[src/rtl/lpm_pkg.sv]
package lpm_pkg;
  localparam int REG_W    = 8;
  localparam int MODE_LSB = 6;
  localparam int MODE_W   = 2;
  localparam int NUM_RES  = 3;  // gated in order: 0 clkout, 1 pll, 2 osc
  localparam int STOP_W   = $clog2(NUM_RES + 1);
  localparam int STOP_LSB = 3;
  localparam int STBY_BIT = 1;
  localparam int STEP_W   = (NUM_RES > 2) ? $clog2(NUM_RES) : 1;
  localparam logic [REG_W-1:0] RW_MASK =
    REG_W'(((1 << MODE_W) - 1) << MODE_LSB) |
    REG_W'(((1 << STOP_W) - 1) << STOP_LSB) |
    REG_W'(1 << STBY_BIT);

  typedef enum logic [MODE_W-1:0] {
    LPM_RUN  = 2'b00,
    LPM_DOZE = 2'b01,
    LPM_WAIT = 2'b10,
    LPM_STOP = 2'b11
  } lp_mode_e;

  typedef enum logic [1:0] {
    SQ_ACTIVE = 2'd0,
    SQ_LOWP   = 2'd1,
    SQ_WAKE   = 2'd2
  } seq_st_e;
endpackage

[src/rtl/lpm_cfg_reg.sv]
module lpm_cfg_reg
  import lpm_pkg::*;
(
  input  logic              clk,
  input  logic              rst_n,
  input  logic              wr_en,
  input  logic [REG_W-1:0]  wdata,
  output logic [REG_W-1:0]  rdata,
  output lp_mode_e          mode_fld,
  output logic [STOP_W-1:0] stop_fld,
  output logic              stby_bit
);
  logic [REG_W-1:0] cfg_q;
  logic [REG_W-1:0] cfg_d;

  always_comb begin
    cfg_d = wdata & RW_MASK;
  end

  always_ff @(posedge clk or negedge rst_n) begin
    if (!rst_n)     cfg_q <= '0;
    else if (wr_en) cfg_q <= cfg_d;
  end

  assign rdata    = cfg_q;
  assign mode_fld = lp_mode_e'(cfg_q[MODE_LSB +: MODE_W]);
  assign stop_fld = cfg_q[STOP_LSB +: STOP_W];
  assign stby_bit = cfg_q[STBY_BIT];

  AST_WR_LANDS: assert property (@(posedge clk) disable iff (!rst_n)
    wr_en |=> (rdata == ($past(wdata) & RW_MASK)));
endmodule

[src/rtl/lpm_seq.sv]
module lpm_seq
  import lpm_pkg::*;
(
  input  logic              clk,
  input  logic              rst_n,
  input  logic              stop_exec,
  input  logic              wake,
  input  lp_mode_e          mode_fld,
  input  logic [STOP_W-1:0] stop_fld,
  output seq_st_e           st,
  output lp_mode_e          lp_mode,
  output logic [STOP_W-1:0] stop_cfg,
  output logic [STEP_W-1:0] wk_step
);
  localparam logic [STEP_W-1:0] LAST_STEP = STEP_W'(NUM_RES - 1);

  seq_st_e           st_q, st_d;
  logic [STEP_W-1:0] step_q, step_d;
  lp_mode_e          mode_q;
  logic [STOP_W-1:0] cfg_q;
  logic              cap_en;

  always_comb begin
    st_d   = st_q;
    step_d = step_q;
    cap_en = 1'b0;
    unique case (st_q)
      SQ_ACTIVE: if (stop_exec) begin
        st_d   = SQ_LOWP;
        cap_en = 1'b1;
      end
      SQ_LOWP: if (wake) begin
        if (mode_q == LPM_STOP) begin
          st_d   = SQ_WAKE;
          step_d = STEP_W'(1);
        end else begin
          st_d   = SQ_ACTIVE;
        end
      end
      SQ_WAKE: begin
        if (step_q == LAST_STEP) begin
          st_d   = SQ_ACTIVE;
          step_d = '0;
        end else begin
          step_d = step_q + 1'b1;
        end
      end
      default: begin
        st_d   = SQ_ACTIVE;
        step_d = '0;
      end
    endcase
  end

  always_ff @(posedge clk or negedge rst_n) begin
    if (!rst_n) begin
      st_q   <= SQ_ACTIVE;
      step_q <= '0;
    end else begin
      st_q   <= st_d;
      step_q <= step_d;
    end
  end

  always_ff @(posedge clk or negedge rst_n) begin
    if (!rst_n) begin
      mode_q <= LPM_RUN;
      cfg_q  <= '0;
    end else if (cap_en) begin
      mode_q <= mode_fld;
      cfg_q  <= stop_fld;
    end
  end

  assign st       = st_q;
  assign lp_mode  = mode_q;
  assign stop_cfg = cfg_q;
  assign wk_step  = step_q;

  AST_STOP_IGNORED_LOW: assert property (@(posedge clk) disable iff (!rst_n)
    (st_q != SQ_ACTIVE) |=> ($stable(mode_q) && $stable(cfg_q)));
  AST_WAKE_IGNORED_RUN: assert property (@(posedge clk) disable iff (!rst_n)
    (st_q == SQ_ACTIVE && !stop_exec) |=> (st_q == SQ_ACTIVE));
endmodule

[src/rtl/lpm_gate_dec.sv]
module lpm_gate_dec
  import lpm_pkg::*;
(
  input  seq_st_e            st,
  input  lp_mode_e           lp_mode,
  input  logic [STOP_W-1:0]  stop_cfg,
  input  logic [STEP_W-1:0]  wk_step,
  output logic               sys_clk_en,
  output logic [NUM_RES-1:0] res_en,
  output logic               pmm_lp
);
  logic in_stop;

  assign in_stop    = (st != SQ_ACTIVE) && (lp_mode == LPM_STOP);
  assign sys_clk_en = !in_stop;
  assign pmm_lp     = (st == SQ_LOWP) && (lp_mode == LPM_STOP) &&
                      (stop_cfg == STOP_W'(NUM_RES));

  for (genvar i = 0; i < NUM_RES; i++) begin : g_res
    logic cut_by_cfg;
    logic released;
    assign cut_by_cfg = (int'(stop_cfg) > i);
    assign released   = (st == SQ_WAKE) && (int'(wk_step) >= (NUM_RES - i));
    assign res_en[i]  = !(in_stop && cut_by_cfg && !released);
  end
endmodule

[src/rtl/lpm_vreg_sel.sv]
module lpm_vreg_sel (
  input  logic clk,
  input  logic rst_n,
  input  logic pwrdn_req,
  input  logic stby_bit,
  input  logic lvd_en,
  output logic vreg_pseudo
);
  logic sel_q;
  logic sel_d;

  always_comb begin
    sel_d = stby_bit & lvd_en;
  end

  always_ff @(posedge clk or negedge rst_n) begin
    if (!rst_n)         sel_q <= 1'b0;
    else if (pwrdn_req) sel_q <= sel_d;
  end

  assign vreg_pseudo = sel_q;

  AST_VREG_HOLD: assert property (@(posedge clk) disable iff (!rst_n)
    !$past(pwrdn_req) |-> $stable(vreg_pseudo));
  AST_VREG_NEEDS_LVD: assert property (@(posedge clk) disable iff (!rst_n)
    $rose(vreg_pseudo) |-> $past(lvd_en));
endmodule

[src/rtl/lpm_ctrl.sv]
module lpm_ctrl
  import lpm_pkg::*;
(
  input  logic       clk,
  input  logic       rst_n,
  input  logic       reg_wr,
  input  logic [7:0] reg_wdata,
  output logic [7:0] reg_rdata,
  input  logic       stop_exec,
  input  logic       wake,
  input  logic       pwrdn_req,
  input  logic       lvd_en,
  output logic       core_halt,
  output logic [1:0] mode_out,
  output logic       sys_clk_en,
  output logic       clkout_en,
  output logic       pll_en,
  output logic       osc_en,
  output logic       pmm_lp,
  output logic       vreg_pseudo
);
  logic               rst_meta, rst_sync_n;
  lp_mode_e           mode_fld, lp_mode;
  logic [STOP_W-1:0]  stop_fld, stop_cfg;
  logic               stby_bit;
  seq_st_e            st;
  logic [STEP_W-1:0]  wk_step;
  logic [NUM_RES-1:0] res_en;

  always_ff @(posedge clk or negedge rst_n) begin
    if (!rst_n) begin
      rst_meta   <= 1'b0;
      rst_sync_n <= 1'b0;
    end else begin
      rst_meta   <= 1'b1;
      rst_sync_n <= rst_meta;
    end
  end

  lpm_cfg_reg u_reg (
    .clk(clk), .rst_n(rst_sync_n), .wr_en(reg_wr), .wdata(reg_wdata),
    .rdata(reg_rdata), .mode_fld(mode_fld), .stop_fld(stop_fld), .stby_bit(stby_bit)
  );

  lpm_seq u_seq (
    .clk(clk), .rst_n(rst_sync_n), .stop_exec(stop_exec), .wake(wake),
    .mode_fld(mode_fld), .stop_fld(stop_fld), .st(st), .lp_mode(lp_mode),
    .stop_cfg(stop_cfg), .wk_step(wk_step)
  );

  lpm_gate_dec u_dec (
    .st(st), .lp_mode(lp_mode), .stop_cfg(stop_cfg), .wk_step(wk_step),
    .sys_clk_en(sys_clk_en), .res_en(res_en), .pmm_lp(pmm_lp)
  );

  lpm_vreg_sel u_vreg (
    .clk(clk), .rst_n(rst_sync_n), .pwrdn_req(pwrdn_req), .stby_bit(stby_bit),
    .lvd_en(lvd_en), .vreg_pseudo(vreg_pseudo)
  );

  assign core_halt = (st != SQ_ACTIVE);
  assign mode_out  = core_halt ? lp_mode : LPM_RUN;
  assign clkout_en = res_en[0];
  assign pll_en    = res_en[1];
  assign osc_en    = res_en[2];

  AST_STOP_SYS_OFF: assert property (@(posedge clk) disable iff (!rst_sync_n)
    (core_halt && mode_out == LPM_STOP) |-> !sys_clk_en);
  AST_SHALLOW_ALL_ON: assert property (@(posedge clk) disable iff (!rst_sync_n)
    (core_halt && mode_out != LPM_STOP) |->
      (sys_clk_en && clkout_en && pll_en && osc_en && !pmm_lp));
  AST_PLL_AFTER_OSC: assert property (@(posedge clk) disable iff (!rst_sync_n)
    $rose(pll_en) |-> (osc_en && $past(osc_en)));
  AST_SYS_AFTER_PLL: assert property (@(posedge clk) disable iff (!rst_sync_n)
    $rose(sys_clk_en) |-> (pll_en && $past(pll_en)));
endmodule

[config.mk]
export PLATFORM = sky130hd
export DESIGN_NAME = lpm_ctrl
export DESIGN_NICKNAME = d
export VERILOG_FILES = /design/src/rtl/lpm_pkg.sv /design/src/rtl/lpm_cfg_reg.sv /design/src/rtl/lpm_seq.sv /design/src/rtl/lpm_gate_dec.sv /design/src/rtl/lpm_vreg_sel.sv /design/src/rtl/lpm_ctrl.sv
export SDC_FILE = /design/constraint.sdc
export NUM_CORES = 1
export LEC_CHECK = 0
export CORE_MARGIN = 2
export CORE_UTILIZATION = 39
export DETAILED_ROUTE_END_ITERATION = 10
export PLACE_DENSITY_LB_ADDON = 0.1
export SYNTH_ARGS = -nofsm -noshare
export SYNTH_HDL_FRONTEND = slang
export SYNTH_HIERARCHICAL = 1
export SYNTH_SLANG_ARGS = --single-unit
[constraint.sdc]
create_clock -name clk -period 0.9 [get_ports clk]
set_clock_uncertainty 0.1 [all_clocks]
set_input_delay 0.09 -clock clk [delete_from_list [all_inputs] [get_ports clk]]
set_output_delay 0.09 -clock clk [all_outputs]
set_load 0.1 [all_outputs]
### Word level (Yosys, flattened, before mapping)

Cells that the tools add are included.

* output and inout port bits: 17
* register bits after elaboration: 16
* bits of input ports: 15
* word-level logic and storage cells: 61

* order comparisons: 6
* reductions and logical operators: 23
* equality and inequality tests: 9
* muxes and demuxes: 12
* bitwise logic cells: 2
* add/subtract/negate cells: 1

Operators with widths (number)
* 2-bit 2-to-1 mux: 8
* 1-bit logical AND: 12
* 2-bit case mux with 3 select lines: 2
* 2-bit equality test, second input constant: 4
* 1-bit zero test: 7
* 2-bit inequality test, second input constant: 3
* 3-bit AND reduction: 2
* 2-bit greater-or-equal comparator, second input constant: 2
* 2-bit by 1-bit greater-than comparator with 1-bit output, second input constant: 2
* 2-bit by 1-bit adder with 2-bit output, second input constant: 1
* 2-bit by 1-bit equality test with 1-bit output, second input constant: 1
* 2-bit by 1-bit greater-or-equal comparator with 1-bit output, second input constant: 1
* 2-bit greater-than comparator, second input constant: 1
* 2-bit zero test: 1
* 1-bit 2-to-1 mux: 2
* 2-bit by 1-bit inequality test with 1-bit output, second input constant: 1
* 2-bit nonzero test: 1
* 1-bit AND: 1
* 1-bit NOT: 1

### Logic depth before layout (Yosys ltp)

Gate-level depths: netlist (run 1).

* depth after elaboration: 5
* gate-level depth with buffers: 5
* depth with buffers taken out: 5

### By module

Netlist (run 1), hierarchy kept.

By module, submodules not included
* lpm_seq: cells an instance 37, seq. area each 200.2 µm², instances 1, area an instance 434.2 µm²
* lpm_cfg_reg: cells an instance 19, seq. area each 125.1 µm², instances 1, area an instance 245.2 µm²
* lpm_ctrl: cells an instance 6, seq. area each 50.0 µm², instances 1, area an instance 75.1 µm²
* lpm_gate_dec: cells an instance 11, seq. area each 0.0 µm², instances 1, area an instance 73.8 µm²
* lpm_vreg_sel: cells an instance 4, seq. area each 25.0 µm², instances 1, area an instance 38.8 µm²

### Least setup slack after synthesis (run 1)

Ideal clock, no wire load.

* kind: register to output
* from: reg u_seq.mode_q[1], in the netlist u_seq/lp_mode[1]
* to: out pmm_lp
* data required time: 710 ps
* stages on the path, launching flop included: 3
* slack: -1997 ps
* path buffers: 0
* arrival: 2707 ps
* cell sequence: dfrtp_1 -> nand4_1 -> nor3b_1

* cells in the longest elaborated chain, start to end: 3

Ends and longest elaborated chain
* start, declared: line lpm_seq.sv:19 `lp_mode_e mode_q;`
* start signal, assigned: line lpm_seq.sv:70 `mode_q <= mode_fld;`
* 2-bit equality test: line lpm_gate_dec.sv:16 `assign pmm_lp = (st == SQ_LOWP) && (lp_mode == LPM_STOP) &&`
* 1-bit logical AND (2 in series): line lpm_gate_dec.sv:16
* end, declared: line lpm_ctrl.sv:19 `output logic pmm_lp,`

No other way between the ends.

### Final worst setup path (run 1)

* from: reg u_seq.st_q[1], in the netlist u_seq/st[1]
* to: out pll_en

* cells in the longest elaborated chain, start to end: 5
* elaborated cells between the ends (all ways): 8
* classes of those cells: eq/ne (1); reduce/logical (7)

Ends and longest elaborated chain
* start, declared: line lpm_seq.sv:17 `seq_st_e st_q, st_d;`
* start signal, assigned: line lpm_seq.sv:60 `st_q <= st_d;`
* 2-bit equality test / 2-bit nonzero test (equally long branches): line lpm_gate_dec.sv:23, lpm_gate_dec.sv:14
* 1-bit logical AND, on equally long branches: line lpm_gate_dec.sv:23, lpm_gate_dec.sv:14
* 1-bit zero test / 1-bit logical AND (equally long branches): line lpm_gate_dec.sv:24 `assign res_en[i] = !(in_stop && cut_by_cfg && !released);`
* 1-bit logical AND (*): line lpm_gate_dec.sv:24
* 1-bit zero test (*): line lpm_gate_dec.sv:24
* end, declared: line lpm_ctrl.sv:17 `output logic pll_en,`

Mark *: on every way between the ends. The rest lies on a longest branch, timed or not.

==> run_summary.xml, run 1 <==
<?xml version="1.0" encoding="UTF-8"?>
<metrics>
  <group name="logic_synthesis">
    <metric name="edff_count_synth" unit="">0</metric>
    <metric name="yosys_warnings" unit="">6</metric>
    <metric name="synth_ff_type" unit="">sky130_fd_sc_hd__dfrtp_1</metric>
    <metric name="synth_cell_type_count" unit="">30</metric>
    <metric name="synthArstFlopShare" unit="%">100</metric>
    <metric name="syn_inst" unit="">77</metric>
    <metric name="yosysSeqAreaShare" unit="%">46.2</metric>
    <metric name="ffs_latches_synth" unit="">16</metric>
    <metric name="mappedNetlistArea" unit="um^2">867</metric>
    <metric name="synth_area_per_cell" unit="um^2">11.3</metric>
  </group>
  <group name="run_status">
    <metric name="violations_in_the_final_reports" unit="">negative setup slack</metric>
    <metric name="result_of_the_run" unit="">complete, but fails checks</metric>
  </group>
  <group name="route">
    <metric name="vias_per_cell" unit="">4.86</metric>
    <metric name="post_dr_wirelength_cell" unit="um">14.4</metric>
    <metric name="dr_total_vias" unit="">744</metric>
    <metric name="dr_pass1_iterations" unit="">5</metric>
    <metric name="route.detailed.drc" unit="">0</metric>
    <metric name="drt-initial-drc-count" unit="">11</metric>
    <metric name="antenna_violating_nets_post_route" unit="">0</metric>
    <metric name="totalWireLength" unit="um">2200</metric>
  </group>
  <group name="global_routing">
    <metric name="grt_start_max_net_pins" unit="">15</metric>
    <metric name="grt_pass1_wl" unit="um">3750</metric>
    <metric name="number_of_antenna_violations_at_the_first_check_in_global_routing" unit="">0</metric>
    <metric name="first_global_vias" unit="">819</metric>
    <metric name="gr-usage-all-layers" unit="%">19.8</metric>
    <metric name="grt_remaining_overflow" unit="">0</metric>
  </group>
  <group name="clock_network">
    <metric name="clk_latency" unit="ns">0.28</metric>
    <metric name="cts-htree-levels" unit="">1</metric>
    <metric name="cts-root-to-sink-buffers" unit="">2</metric>
    <metric name="path_clk_slew" unit="ns">0.09</metric>
    <metric name="cts_buffers" unit="">3</metric>
    <metric name="cts_tree" unit="">done</metric>
    <metric name="cts.root.buffer_cell" unit="">sky130_fd_sc_hd__clkbuf_4</metric>
    <metric name="cts.sink_count" unit="">16</metric>
  </group>
  <group name="setup_path">
    <metric name="arrival_time_at_the_worst_endpoint" unit="ns">1.47</metric>
    <metric name="critical_path_required" unit="ns">0.71</metric>
    <metric name="cp_max_fo" unit="">4</metric>
    <metric name="critical_path_class" unit="">flop to output pin</metric>
    <metric name="crit_path_end_kind" unit="">output pin</metric>
    <metric name="worst_setup_path_start_kind" unit="">flop</metric>
  </group>
  <group name="die">
    <metric name="die_x" unit="um">51.2</metric>
    <metric name="initial_core_util" unit="%">40.4</metric>
    <metric name="core" unit="mm^2">0.00215</metric>
    <metric name="full_die_area" unit="mm^2">0.00262</metric>
    <metric name="rows" unit="">17</metric>
    <metric name="top_level_ports" unit="">32</metric>
    <metric name="die-height" unit="um">51.2</metric>
  </group>
  <group name="cells_and_area">
    <metric name="seqCellArea" unit="um^2">417</metric>
    <metric name="area_growth" unit="%">91.1</metric>
    <metric name="insertedDiodeCount" unit="">0</metric>
    <metric name="final_layout_size_suffix_gt1_share" unit="%">65.6</metric>
    <metric name="nets" unit="">144</metric>
    <metric name="multi_input_comb_area" unit="um^2">503</metric>
    <metric name="nFillCells" unit="">142</metric>
  </group>
  <group name="sta">
    <metric name="finalSetupViolations" unit="">27</metric>
    <metric name="max_clock_freq" unit="GHz">0.601</metric>
    <metric name="min_period_over_period" unit="%">185</metric>
    <metric name="finalSetupTns" unit="ns">-11.79</metric>
    <metric name="postLayoutSetupSlackWorst" unit="ns">-0.764</metric>
    <metric name="worst_hold_slack" unit="ns">0.0848</metric>
    <metric name="final.min_clock_period" unit="ns">1.66</metric>
    <metric name="timing_max_transition_violations_final" unit="">0</metric>
    <metric name="unrepaired_setup_endpoints_after_global_routing" unit="">yes</metric>
    <metric name="number_of_failing_hold_endpoints_at_the_final_stage" unit="">0</metric>
  </group>
  <group name="place">
    <metric name="routabilityCongestion" unit="">0.866</metric>
    <metric name="port-buffer-count" unit="">25</metric>
    <metric name="dp_hpwl" unit="um">1440</metric>
  </group>
  <group name="power_and_ir_drop">
    <metric name="power.leakage" unit="nW">0.710</metric>
    <metric name="powerDensity" unit="mW/mm^2">3220</metric>
    <metric name="ir_drop" unit="V">0.00216</metric>
  </group>
  <group name="hold_path">
    <metric name="hold_path_class" unit="">flop to asynchronous set/reset pin</metric>
  </group>
  <group name="flow_run">
    <metric name="maxCapViolCount" unit="">0</metric>
  </group>
</metrics>
==> cells in the final DEF (no fill, tap or decap), types with 2 or more instances in the layout <==
cell,netlist,routed
sky130_fd_sc_hd__inv_2,0,2
sky130_fd_sc_hd__o21a_4,0,2
sky130_fd_sc_hd__buf_4,8,16
sky130_fd_sc_hd__nand3_1,3,3
sky130_fd_sc_hd__mux2_4,0,2
sky130_fd_sc_hd__mux2_2,9,8
sky130_fd_sc_hd__ha_4,0,3
sky130_fd_sc_hd__inv_1,8,3
sky130_fd_sc_hd__clkbuf_4,0,3
sky130_fd_sc_hd__buf_12,0,14
sky130_fd_sc_hd__buf_6,0,6
sky130_fd_sc_hd__clkdlybuf4s50_1,0,10
sky130_fd_sc_hd__o211ai_1,2,2
sky130_fd_sc_hd__dfrtp_1,16,9
sky130_fd_sc_hd__inv_4,0,2
sky130_fd_sc_hd__conb_1,2,4
sky130_fd_sc_hd__dfrtp_4,0,3
sky130_fd_sc_hd__mux2i_1,2,2
sky130_fd_sc_hd__dfrtp_2,0,4
==> logic make-up (layout without fill, tap and decap cells) <==
group                    count (synthesis)  in the layout  share of synthesized area, %
other                                    2              4                         0.866
adder cells (fa/ha/maj)                  3              3                          4.33
AND/OR/NAND/NOR                         15             15                          10.7
multiplexers                            12             12                          15.3
flip-flops                              16             16                          46.2
buffers and inverters                   16             62                          10.4
AO/OA/AOI/OAI                           13             13                          12.3
==> worst max-delay path, cell delays in order (launching register included) <==
cell and delay, ns:
sky130_fd_sc_hd__dfrtp_2 0.43, sky130_fd_sc_hd__buf_8 0.14, sky130_fd_sc_hd__o211a_4 0.25, sky130_fd_sc_hd__o211ai_1 0.13, sky130_fd_sc_hd__clkbuf_16 0.25
==> routing by layer <==
layer  share of wire (%)  routed length [um]  vias to the layer above  GRT usage (%)
li1                    -                   -                      356              -
met1                  39                 862                      361           22.2
met2                  57                1260                       23           37.0
met3                 3.1                  69                        4           2.05
met4                0.73                  16                        0           9.01
met5                   0                   0                        -              0
==> final timing paths <==
| path | from | to | slack, ns | depth (start not counted) |
|---|---|---|---|---|
| max | u_seq/st[1] | pll_en | -0.76 | 4 |
| min | rst_sync_n | u_vreg/vreg_pseudo | 0.08 | 1 |
| max reg2reg | u_seq/st[1] | u_seq/st[1] | -0.62 | 6 |
| min reg2reg | rst_sync_n | u_vreg/vreg_pseudo | 0.08 | 1 |
| max in group asynchronous | rst_n | rst_meta | 0.17 | 2 |
| min in group clk | lvd_en | u_vreg/vreg_pseudo | 0.26 | 3 |
==> synth_stat cells, types with 2 or more instances <==
cell type	n	area share, %
sky130_fd_sc_hd__mux2_2	9	12
sky130_fd_sc_hd__ha_1	3	4.3
sky130_fd_sc_hd__o21a_1	2	1.7
sky130_fd_sc_hd__dfrtp_1	16	46
sky130_fd_sc_hd__o211ai_1	2	1.7
sky130_fd_sc_hd__nand2b_1	2	1.4
sky130_fd_sc_hd__mux2i_1	2	2.3
sky130_fd_sc_hd__nor3b_1	2	1.7
sky130_fd_sc_hd__inv_1	8	3.5
sky130_fd_sc_hd__conb_1	2	0.87
sky130_fd_sc_hd__nand3_1	3	1.7
sky130_fd_sc_hd__buf_4	8	6.9
==> stage by stage <==
stage / instance area (um^2) / util [%] / setup WS (ns) / cells / total power [mW]
floorplan: 926 / - / -1.35 / 79 / 3.08
detailed placement: 1390 / 64.6 / -0.575 / 137 / 4.23
global placement: 1390 / 64.6 / -0.543 / 137 / 4.19
finish: 1660 / 77.1 / -0.764 / 153 / 5.33
CTS: 1630 / 75.7 / -0.764 / 153 / 5.25
global route: 1660 / 77.1 / -0.840 / 153 / 5.57
==> area by class of cell <==
| cell class | instances | share of cell area [%] |
|---|---|---|
| clock buffer | 4 | 2.19 |
| multi-input combinational | 47 | 30.4 |
| inverter | 8 | 2.34 |
| tap | 28 | 2.11 |
| sequential | 16 | 25.2 |
| timing repair buffer | 50 | 37.8 |
==> sequential cells by signal, indices dropped and copies added (netlist names) <==
signal              cells
rst_meta                1
rst_sync_n              1
u_reg/rdata             5
u_seq/lp_mode           2
u_seq/st                2
u_seq/stop_cfg          2
u_seq/wk_step           2
u_vreg/vreg_pseudo      1
==> timing repair <==
| action | CTS | global route |
|---|---|---|
| hold buffers | 1 | 0 |
| pin swaps | 7 | 5 |
| buffers inserted | 11 | 3 |
| endpoints found under the setup margin | 27 | 27 |
| endpoints found under the hold margin | 2 | 0 |
| resized for setup | 28 | 7 |
==> power breakdown <==
part	total (mW)	internal (mW)	switching, mW
combinational	3.77	1.70	2.07
clock	0.463	0.246	0.217
sequential	1.09	0.914	0.180
Note: power is estimated with default switching activity, not from simulation.
==> run 2, diff against run 1 <==
- CORE_UTILIZATION: 39 -> 43
- GPL_TIMING_DRIVEN: default -> 0
- clock period: 0.9 -> 1.75 ns (I/O delays scaled with it)
==> run_summary.xml, run 2 (same netlist as run 1, synthesis figures left out) <==
<?xml version="1.0" encoding="UTF-8"?>
<metrics>
  <group name="place">
    <metric name="placedInstanceArea" unit="mm^2">0.00118</metric>
    <metric name="port-buffer-count" unit="">25</metric>
    <metric name="routabilityCongestion" unit="">0.791</metric>
    <metric name="number_of_placed_instances_with_taps_included" unit="">131</metric>
    <metric name="dp_hpwl" unit="um">1170</metric>
  </group>
  <group name="clock_network">
    <metric name="clk_latency" unit="ns">0.27</metric>
    <metric name="cts.root.buffer_cell" unit="">sky130_fd_sc_hd__clkbuf_4</metric>
    <metric name="cts-htree-levels" unit="">1</metric>
    <metric name="path_clk_slew" unit="ns">0.09</metric>
    <metric name="cts-root-to-sink-buffers" unit="">2</metric>
    <metric name="cts_buffers" unit="">3</metric>
    <metric name="cts_tree" unit="">done</metric>
    <metric name="cts.sink_count" unit="">16</metric>
  </group>
  <group name="die">
    <metric name="full_die_area" unit="mm^2">0.00239</metric>
    <metric name="rows" unit="">16</metric>
    <metric name="top_level_ports" unit="">32</metric>
    <metric name="die-height" unit="um">48.9</metric>
    <metric name="die_x" unit="um">48.9</metric>
    <metric name="core" unit="mm^2">0.00192</metric>
    <metric name="initial_core_util" unit="%">45.1</metric>
  </group>
  <group name="setup_path">
    <metric name="critical_path_class" unit="">flop to output pin</metric>
    <metric name="slowest_delay" unit="ns">0.47</metric>
    <metric name="worst_setup_path_start_kind" unit="">flop</metric>
    <metric name="reg2reg_depth" unit="">5</metric>
    <metric name="r2r_end" unit="">u_seq/st[1]</metric>
    <metric name="critical_path_required" unit="ns">1.47</metric>
    <metric name="worst-r2r-setup-slack" unit="ns">0.19</metric>
    <metric name="arrival_time_at_the_worst_endpoint" unit="ns">1.41</metric>
    <metric name="crit_path_end_kind" unit="">output pin</metric>
    <metric name="setup.worst_path.start" unit="">u_seq/st[1]</metric>
    <metric name="rr_startpoint" unit="">u_seq/st[1]</metric>
    <metric name="cpMaxStageDelayCell" unit="">sky130_fd_sc_hd__dfrtp_2</metric>
    <metric name="critical_path.top_delay_family" unit="">flip-flops</metric>
    <metric name="cp_max_fo" unit="">9</metric>
    <metric name="path_buf_inv" unit="">1</metric>
    <metric name="path_cells" unit="">o211a_4, o211ai_1, buf_6</metric>
  </group>
  <group name="power_and_ir_drop">
    <metric name="cell_internal_pwr" unit="uW">958</metric>
    <metric name="ir_drop" unit="V">0.000987</metric>
    <metric name="seqPwrFrac" unit="%">30.1</metric>
    <metric name="p_switching" unit="mW">1.06</metric>
    <metric name="clockPowerShare" unit="%">11.6</metric>
    <metric name="power.leakage" unit="nW">0.543</metric>
    <metric name="netSwitchingFraction" unit="%">52.5</metric>
    <metric name="powerDensity" unit="mW/mm^2">1630</metric>
    <metric name="pwr-share-comb" unit="%">58.4</metric>
    <metric name="power.total" unit="mW">2.02</metric>
  </group>
  <group name="global_routing">
    <metric name="grt_remaining_overflow" unit="">0</metric>
    <metric name="grt_start_max_net_pins" unit="">15</metric>
    <metric name="grt_pass1_wl" unit="um">2770</metric>
    <metric name="gr-usage-all-layers" unit="%">15.1</metric>
    <metric name="first_global_vias" unit="">660</metric>
    <metric name="number_of_antenna_violations_at_the_first_check_in_global_routing" unit="">0</metric>
  </group>
  <group name="cells_and_area">
    <metric name="area_growth" unit="%">42.9</metric>
    <metric name="insertedDiodeCount" unit="">0</metric>
    <metric name="finalCoreUtilization" unit="%">64.5</metric>
    <metric name="final_cell_count_no_fill" unit="">138</metric>
    <metric name="nets" unit="">130</metric>
    <metric name="largest_register_ffs" unit="">5</metric>
    <metric name="finish.instance_area" unit="mm^2">0.00124</metric>
    <metric name="layout.cells.most_common" unit="">sky130_fd_sc_hd__dfrtp_1</metric>
    <metric name="mostFrequentLayoutCells" unit="">sky130_fd_sc_hd__dfrtp_1 (14), sky130_fd_sc_hd__buf_4 (12), sky130_fd_sc_hd__clkdlybuf4s50_1 (11)</metric>
    <metric name="nFillCells" unit="">160</metric>
    <metric name="final_layout_size_suffix_gt1_share" unit="%">43.2</metric>
  </group>
  <group name="flow_run">
    <metric name="maxCapViolCount" unit="">0</metric>
  </group>
  <group name="route">
    <metric name="antenna_violating_nets_post_route" unit="">0</metric>
    <metric name="route.detailed.drc" unit="">0</metric>
    <metric name="vias_per_cell" unit="">4.69</metric>
    <metric name="dr_pass1_iterations" unit="">3</metric>
    <metric name="totalWireLength" unit="um">1550</metric>
    <metric name="post_dr_wirelength_cell" unit="um">11.2</metric>
    <metric name="drt-initial-drc-count" unit="">1</metric>
    <metric name="dr_total_vias" unit="">647</metric>
  </group>
  <group name="sta">
    <metric name="timing_max_transition_violations_final" unit="">0</metric>
    <metric name="worst_hold_slack" unit="ns">0.125</metric>
    <metric name="finalSetupViolations" unit="">0</metric>
    <metric name="min_period_over_period" unit="%">96.5</metric>
    <metric name="final.min_clock_period" unit="ns">1.69</metric>
    <metric name="max_clock_freq" unit="GHz">0.592</metric>
    <metric name="number_of_failing_hold_endpoints_at_the_final_stage" unit="">0</metric>
    <metric name="slew_at_the_pin_with_the_worst_max_slew_slack" unit="ns">0.541</metric>
    <metric name="unrepaired_setup_endpoints_after_global_routing" unit="">yes</metric>
    <metric name="max-slew-margin-rel" unit="%">63.9</metric>
  </group>
  <group name="hold_path">
    <metric name="hold_path_class" unit="">flop to asynchronous set/reset pin</metric>
  </group>
  <group name="run_status">
    <metric name="result_of_the_run" unit="">completed</metric>
  </group>
</metrics>
[run 2: cell types whose count changed in the layout (fill, tap and decap cells not counted), moves of 4 or more]
cell,delta
sky130_fd_sc_hd__clkdlybuf4s15_2,+5
sky130_fd_sc_hd__inv_1,+5
sky130_fd_sc_hd__dfrtp_1,+5
sky130_fd_sc_hd__buf_4,-4
sky130_fd_sc_hd__buf_12,-14
[run 2: routing by layer]
layer  up-vias  GRT usage (%)  wire, um
met5         -              0         0
met4         0           7.14        21
met3         2           3.07        59
met2        18           25.1       733
met1       300           18.9       734
li1        327              -         -
[run 2: worst reg2reg max path, cell delays in order, from the launching register on]
cell and delay (ns):
sky130_fd_sc_hd__dfrtp_2 0.45, sky130_fd_sc_hd__inv_1 0.10, sky130_fd_sc_hd__ha_1 0.23, sky130_fd_sc_hd__and2b_4 0.19, sky130_fd_sc_hd__a221oi_2 0.18, sky130_fd_sc_hd__mux2i_1 0.23
[run 2: metrics by stage]
step	TNS, ns	setup WS, ns
final	0	0.0611
after global routing	-0.0112	-0.00615
after CTS	0	0.00225
after detailed placement	-3.94	-0.592
after global placement	-3.89	-0.580
after floorplan	-1.28	-0.592
[run 2: final cells by class]
type | count | area (um^2) | area share, %
flip-flops and latches | 16 | 403 | 32.5
plain buffers | 8 | 60.1 | 4.85
repair buffers | 28 | 265 | 21.4
multi-input cells | 47 | 410 | 33.1
well taps | 27 | 33.8 | 2.73
inverters | 8 | 30.0 | 2.42
clock buffers | 4 | 36.3 | 2.93
[run 2: worst max path at each step]
stage | cells after the start | slack, ns | end
finish | 3 | 0.06 | clkout_en
global route | 3 | -0.006 | pmm_lp
CTS | 2 | 0.002 | core_halt
detailed placement | 3 | -0.59 | pll_en
global placement | 3 | -0.58 | clkout_en
floorplan | 2 | -0.59 | pll_en
[run 2: what timing repair did]
action | in CTS | in global routing
resized for setup | 59 | 8
cloned | 0 | 0
hold buffers | 1 | 0
setup buffers | 0 | 2
endpoints found under the hold margin | 2 | 0
endpoints found under the setup margin | 14 | 8
[run 2: power by group through the flow]
stage,sequential (mW),clock [mW],combinational [mW]
6_report,0.606,0.233,1.18
5_1_grt,0.629,0.267,1.23
4_1_cts,0.600,0.244,1.18
3_5_place_dp,0.606,0,1.19
3_3_place_gp,0.601,0,1.18
2_1_floorplan,0.618,0,0.920
